==> config.mk <==
export PLATFORM = sky130hd
export DESIGN_NAME = axi_txn_shaper
export DESIGN_NICKNAME = d
export VERILOG_FILES = /design/src/rtl/axi_txn_shaper.sv
export SDC_FILE = /design/constraint.sdc
export NUM_CORES = 1
export LEC_CHECK = 0
export BUFFER_PORTS_ARGS = -buffer_cell sky130_fd_sc_hd__buf_4
export CAP_MARGIN = 40
export CORE_MARGIN = 10
export CORE_UTILIZATION = 30
export CTS_BUF_LIST = sky130_fd_sc_hd__clkbuf_2
export CTS_CLUSTER_SIZE = 16
export DETAILED_ROUTE_END_ITERATION = 6
export PLACE_DENSITY = 0.58
export SYNTH_ARGS = -nofsm -noshare
export SYNTH_HDL_FRONTEND = slang
export SYNTH_SLANG_ARGS = --single-unit
export TNS_END_PERCENT = 50
==> constraint.sdc <==
create_clock -name clk -period 3.4 [get_ports clk]
set_input_delay 0.17 -clock clk [delete_from_list [all_inputs] [get_ports clk]]
set_output_delay 0.17 -clock clk [all_outputs]
set_load 0.03 [all_outputs]
==> src/rtl/axi_txn_shaper.sv <==
module axi_txn_shaper #(
  parameter int ADDR_W  = 32,
  parameter int DATA_W  = 64,
  parameter int RD_MAX  = 4,
  parameter int WR_MAX  = 4,
  parameter int ALL_MAX = 8,
  parameter int RD_LAT  = 50,
  parameter int WR_LAT  = 50,
  parameter int SLOTS   = 8
) (
  input  logic                clk,
  input  logic                rst_n,
  input  logic                up_arvalid,
  output logic                up_arready,
  input  logic [ADDR_W-1:0]   up_araddr,
  input  logic [7:0]          up_arlen,
  output logic                dn_arvalid,
  input  logic                dn_arready,
  output logic [ADDR_W-1:0]   dn_araddr,
  output logic [7:0]          dn_arlen,
  input  logic                dn_rvalid,
  output logic                dn_rready,
  input  logic [DATA_W-1:0]   dn_rdata,
  input  logic [1:0]          dn_rresp,
  input  logic                dn_rlast,
  output logic                up_rvalid,
  input  logic                up_rready,
  output logic [DATA_W-1:0]   up_rdata,
  output logic [1:0]          up_rresp,
  output logic                up_rlast,
  input  logic                up_awvalid,
  output logic                up_awready,
  input  logic [ADDR_W-1:0]   up_awaddr,
  input  logic [7:0]          up_awlen,
  output logic                dn_awvalid,
  input  logic                dn_awready,
  output logic [ADDR_W-1:0]   dn_awaddr,
  output logic [7:0]          dn_awlen,
  input  logic                up_wvalid,
  output logic                up_wready,
  input  logic [DATA_W-1:0]   up_wdata,
  input  logic [DATA_W/8-1:0] up_wstrb,
  input  logic                up_wlast,
  output logic                dn_wvalid,
  input  logic                dn_wready,
  output logic [DATA_W-1:0]   dn_wdata,
  output logic [DATA_W/8-1:0] dn_wstrb,
  output logic                dn_wlast,
  input  logic                dn_bvalid,
  output logic                dn_bready,
  input  logic [1:0]          dn_bresp,
  output logic                up_bvalid,
  input  logic                up_bready,
  output logic [1:0]          up_bresp
);
  localparam int PW      = (SLOTS > 1) ? $clog2(SLOTS) : 1;
  localparam int SW      = $clog2(2*SLOTS + 2);
  localparam int RD_EFF  = (RD_MAX == 0 || RD_MAX > SLOTS) ? SLOTS : RD_MAX;
  localparam int WR_EFF  = (WR_MAX == 0 || WR_MAX > SLOTS) ? SLOTS : WR_MAX;
  localparam int ALL_EFF = (ALL_MAX == 0 || ALL_MAX > 2*SLOTS) ? 2*SLOTS : ALL_MAX;
  localparam int LMAX    = (RD_LAT > WR_LAT) ? RD_LAT : WR_LAT;
  localparam int TW      = $clog2(LMAX + 2);
  localparam logic [SW-1:0] RD_LIM  = SW'(RD_EFF);
  localparam logic [SW-1:0] WR_LIM  = SW'(WR_EFF);
  localparam logic [SW-1:0] ALL_LIM = SW'(ALL_EFF);
  localparam logic [TW-1:0] RD_LD   = TW'(RD_LAT);
  localparam logic [TW-1:0] WR_LD   = TW'(WR_LAT);

  function automatic logic [PW-1:0] nxt(input logic [PW-1:0] p);
    return (p == PW'(SLOTS - 1)) ? '0 : p + 1'b1;
  endfunction

  logic [SW-1:0] rd_cnt, wr_cnt, wd_cnt;
  logic [PW-1:0] rd_wp, rd_rp, wr_wp, wr_dp, wr_bp;
  logic          ar_held, aw_held, w_first;
  logic [TW-1:0] rt [SLOTS];
  logic [TW-1:0] wt [SLOTS];
  logic          warm [SLOTS];

  wire [SW-1:0] tot     = rd_cnt + wr_cnt;
  wire          rd_ok   = ar_held | ((rd_cnt < RD_LIM) && (tot + SW'(aw_held) < ALL_LIM));
  wire          ar_take = up_arvalid & rd_ok;
  wire          wr_ok   = aw_held | ((wr_cnt < WR_LIM) && (tot + SW'(ar_take) < ALL_LIM));
  wire          aw_take = up_awvalid & wr_ok;
  wire          ar_hs   = ar_take & dn_arready;
  wire          aw_hs   = aw_take & dn_awready;

  wire rd_open = (rd_cnt != '0) && (rt[rd_rp] == '0);
  wire w_open  = (wd_cnt != '0);
  wire b_open  = (wr_cnt != '0) && warm[wr_bp] && (wt[wr_bp] == '0);

  assign dn_arvalid = ar_take;
  assign up_arready = dn_arready & rd_ok;
  assign dn_araddr  = up_araddr;
  assign dn_arlen   = up_arlen;
  assign dn_awvalid = aw_take;
  assign up_awready = dn_awready & wr_ok;
  assign dn_awaddr  = up_awaddr;
  assign dn_awlen   = up_awlen;

  assign up_rvalid  = dn_rvalid & rd_open;
  assign dn_rready  = up_rready & rd_open;
  assign up_rdata   = dn_rdata;
  assign up_rresp   = dn_rresp;
  assign up_rlast   = dn_rlast;

  assign dn_wvalid  = up_wvalid & w_open;
  assign up_wready  = dn_wready & w_open;
  assign dn_wdata   = up_wdata;
  assign dn_wstrb   = up_wstrb;
  assign dn_wlast   = up_wlast;

  assign up_bvalid  = dn_bvalid & b_open;
  assign dn_bready  = up_bready & b_open;
  assign up_bresp   = dn_bresp;

  wire r_done = up_rvalid & up_rready & dn_rlast;
  wire w_hs   = dn_wvalid & dn_wready;
  wire w_end  = w_hs & up_wlast;
  wire b_hs   = up_bvalid & up_bready;

  always_ff @(posedge clk) begin
    if (!rst_n) begin
      rd_cnt <= '0; wr_cnt <= '0; wd_cnt <= '0;
      rd_wp <= '0; rd_rp <= '0; wr_wp <= '0; wr_dp <= '0; wr_bp <= '0;
      ar_held <= 1'b0; aw_held <= 1'b0; w_first <= 1'b1;
    end else begin
      rd_cnt  <= rd_cnt + SW'(ar_hs) - SW'(r_done);
      wr_cnt  <= wr_cnt + SW'(aw_hs) - SW'(b_hs);
      wd_cnt  <= wd_cnt + SW'(aw_hs) - SW'(w_end);
      if (ar_hs)  rd_wp <= nxt(rd_wp);
      if (r_done) rd_rp <= nxt(rd_rp);
      if (aw_hs)  wr_wp <= nxt(wr_wp);
      if (w_end)  wr_dp <= nxt(wr_dp);
      if (b_hs)   wr_bp <= nxt(wr_bp);
      ar_held <= ar_take & ~dn_arready;
      aw_held <= aw_take & ~dn_awready;
      if (w_hs) w_first <= up_wlast;
    end
  end

  for (genvar i = 0; i < SLOTS; i++) begin : g_slot
    always_ff @(posedge clk) begin
      if (!rst_n)                             rt[i] <= '0;
      else if (ar_hs && rd_wp == PW'(i))      rt[i] <= RD_LD;
      else if (rt[i] != '0)                   rt[i] <= rt[i] - 1'b1;
    end
    always_ff @(posedge clk) begin
      if (!rst_n) begin
        wt[i] <= '0;
        warm[i] <= 1'b0;
      end else if (w_hs && w_first && wr_dp == PW'(i)) begin
        wt[i] <= WR_LD;
        warm[i] <= 1'b1;
      end else begin
        if (warm[i] && wt[i] != '0) wt[i] <= wt[i] - 1'b1;
        if (b_hs && wr_bp == PW'(i)) warm[i] <= 1'b0;
      end
    end
  end
endmodule


==> out/qor.yml <==
effective_utilization_at_floorplan_pct: 30.3
synth_ff_type: "edfxtp_1"
num_cts_buffers: 17
worst-endpoint-arrival_ps: 4010
detailedRoute.firstIterationViolations: 333
peakVddDrop_mv: 0.416
worst_hold_path.endpoint: "rt[3][2]$_SDFFCE_PN0P_"
nFillCells: 3427
drv_slew: 0
most_frequent_cell_after_synthesis: "buf_4"
clock_latency_reported_for_the_late_side_of_the_worst_skew_pair_ps: 740
sequential_cell_fraction_of_total_power_pct: 41.2
core-area_um2: 32400
die_h_um: 201
dp_slack_ps: -162
min_period_over_period_pct: 98.2
drcViolationCount: 0
die_area_um2: 40300
power.density_nw_per_um2: 682
grt_pass1_vias: 6014
transition_at_the_pin_with_the_smallest_max_transition_slack_ps: 542
r2r-start: "rd_cnt[0]$_SDFF_PN0_"
p_int_mw: 4.02
holdCritStartpoint: "up_arvalid"
synth_top_area_share_pct: 31.5
synth.top_cells.by_area: "edfxtp_1, buf_4, ha_1, dfxtp_1, xnor2_1"
synth-async-reset-ratio_pct: 0
row_count: 66
clkPwrFrac_pct: 16.7
worst-endpoint-required_ps: 4080
yosysSeqAreaShare_pct: 39.1
min_delay_path_depth: 5
dpl.hpwl_mm: 13.9
syn_area_per_cell_um2: 9.52
post-route-worst-setup-slack_ps: 62.3
ctsRootBufferMaster: "clkbuf_2"
via_count: 6276
htreeDepth: 4
grt_overflow_total: 0
end_of_the_worst_register_to_register_path: "wd_cnt[4]$_SDFF_PN0_"
router_iterations_before_antenna_repair: 5
antenna_found_initial: 1
routedWlPerCell_um: 14.3
cts_tree: "done"
grt_max_degree: 44
power.combinational.fraction_pct: 42.1
skew_ps: 64.8
synth_seq_cells: 140
max-slew-margin-rel_pct: 63.6
r2r.worst_path.cells: 15
global_route_wire_length_before_repair_mm: 30.5
syn-cell-area_um2: 9810
power.share.switching_pct: 38.3
cap_viol_max_count: 0
global_route.usage.total_pct: 9.09
drive_gt1_share_pct: 14.7
vias_per_cell: 4.70
final_antenna_net_count: 0
setup_total_negative_slack_ps: 0
leakage_nw: 3.67
critPathLaunch: "rd_cnt[0]$_SDFF_PN0_"
critical_path.startpoint_type: "flip-flop"
hold_ws_ps: 108
syn_inst: 1031
timing.final.hold_violations: 0
timing.setup.critical_path_class: "reg2reg"
area.growth.synth_to_final_pct: -2.72
synthesis.nets: 1333
critical_path.max_fanout: 3
cts_num_sinks: 140
finish.net_count: 1180
clock_pin_slew_on_the_worst_setup_and_hold_paths_ps: 260
floorplan.io_pins: 466
post-synth-top-area-cell: "edfxtp_1"
dieWidth_um: 201
timing.hold.worst.class: "in2reg"
routed_wl_mm: 19.1
end_kind: "flip-flop"
total_setup_violations_reported_at_the_end_of_the_flow: 0
yosysWarnings: 0
reg2reg_slack_ps: 60
synth_cell_type_count: 59
synth_edf_count: 103
max_freq_mhz: 300
status: "completed"
synth.top_cells.by_count: "buf_4, edfxtp_1, nor2_1"
fin_crit_ps: 3340
net_switching_power_of_the_design_mw: 2.49
cts-root-to-sink-buffers: 2
placement.io_buffers: 25
rsz_0062_raised_after_global_routing: "yes"
gp_congestion: 0.804
==> what timing repair did <==
action                                  4_1_cts  5_1_grt
hold buffers                                 12        0
hold endpoints to repair                     35        0
endpoints found under the setup margin        3        8
pin swaps                                     3       16
resized for setup                             4       33
cloned                                        0        0
setup buffers                                 0        3
==> power by group through the flow <==
| stage | logic [mW] | registers [mW] | clock network, mW |
|---|---|---|---|
| CTS | 2.67 | 2.68 | 1.11 |
| floorplan | 2.45 | 2.63 | 0 |
| global route | 3.12 | 2.74 | 1.18 |
| global placement | 2.61 | 2.71 | 0 |
| detailed placement | 2.63 | 2.72 | 0 |
| finish | 2.74 | 2.68 | 1.09 |
==> logic make-up after synthesis <==
family / Yosys count / synth area share (%)
buffers and inverters: 308 / 20.5
and+or+nand+nor: 298 / 16.1
AOI/OAI and AO/OA: 151 / 9.32
DFF: 140 / 39.1
adders and majority gates: 68 / 8.98
xor gates and xnor gates: 60 / 5.36
muxes: 6 / 0.740
==> per-stage QoR <==
step / instances / utilization [%] / instance area, um^2 / power, mW
6_report: 1334 / 29.5 / 9540 / 6.51
5_1_grt: 1334 / 29.5 / 9540 / 7.04
4_1_cts: 1330 / 29.1 / 9410 / 6.46
3_5_place_dp: 1286 / 27.8 / 9010 / 5.35
3_3_place_gp: 1286 / 27.8 / 9010 / 5.32
2_1_floorplan: 1031 / - / 9820 / 5.08
==> per-layer routing <==
| layer | GRT usage (%) | routed length [um] | up-vias |
|---|---|---|---|
| met1 | 11.0 | 8660 | 2949 |
| met4 | 2.95 | 220 | 0 |
| met5 | 0 | 0 | - |
| met3 | 4.26 | 1480 | 39 |
| met2 | 14.0 | 8740 | 205 |
| li1 | - | - | 3083 |
==> cell type report <==
type,instances,area [um^2],area share [%]
Clock inverter,13,165,1.73
Multi-Input combinational cell,583,4100,43.0
Inverter,70,265,2.78
Antenna cell,1,2.50,0.0262
Clock buffer,19,95.1,0.996
Tap cell,442,553,5.79
Sequential cell,140,3840,40.2
Timing Repair Buffer,66,526,5.51
==> sequential cells by signal, indices dropped and copies added (netlist names), 3 cells and up, named ones only <==
| signal | cells |
|---|---|
| rd_rp | 3 |
| rd_cnt | 5 |
| wr_cnt | 5 |
| rd_wp | 3 |
| wr_dp | 3 |
| wd_cnt | 5 |
| wt | 48 |
| rt | 48 |
| wr_bp | 3 |
| warm | 8 |
==> critical path, cell delays in order (launching register included) <==
cell,delay [ps]
dfxtp_2,380
ha_4,160
fa_2,400
nand3_2,110
nand3_2,70
a211o_1,360
nor3_2,220
o311ai_2,100
buf_4,160
xor2_1,150
ha_2,200
fa_2,350
a21oi_2,140
nor2_1,50
or3_1,330
a21oi_1,140
==> how the worst max path moves through the flow <==
stage	slack, ps	endpoint
floorplan	-110	rd_cnt[4]$_SDFF_PN0_
global placement	-100	wd_cnt[4]$_SDFF_PN0_
finish	60	wd_cnt[4]$_SDFF_PN0_
global route	-140	rd_cnt[4]$_SDFF_PN0_
CTS	-20	rd_cnt[4]$_SDFF_PN0_
detailed placement	-160	wd_cnt[4]$_SDFF_PN0_
==> placed cells by master, fill, tap and decap left out, types with 4 or more instances in the layout <==
cell	n
a211oi_1	4
a21o_1	4
a21oi_1	51
a21oi_2	4
a311oi_1	10
and2_1	13
and3_1	7
and4b_1	7
buf_4	54
clkbuf_2	19
dfxtp_1	35
dlygate4sd3_1	12
edfxtp_1	103
fa_2	4
ha_1	59
inv_1	65
inv_2	4
inv_4	5
mux2i_1	5
nand2_1	66
nand2b_1	5
nand3_1	25
nand3b_1	9
nand4_1	10
nand4b_1	4
nor2_1	67
nor2b_1	5
nor3_1	20
nor3b_1	7
nor4_1	10
nor4b_1	8
o21ai_0	43
o22ai_1	4
o31ai_1	8
or2_2	4
or3_1	8
or4_1	7
xnor2_1	31
xor2_1	28
Note: power is estimated with default switching activity, not from simulation.
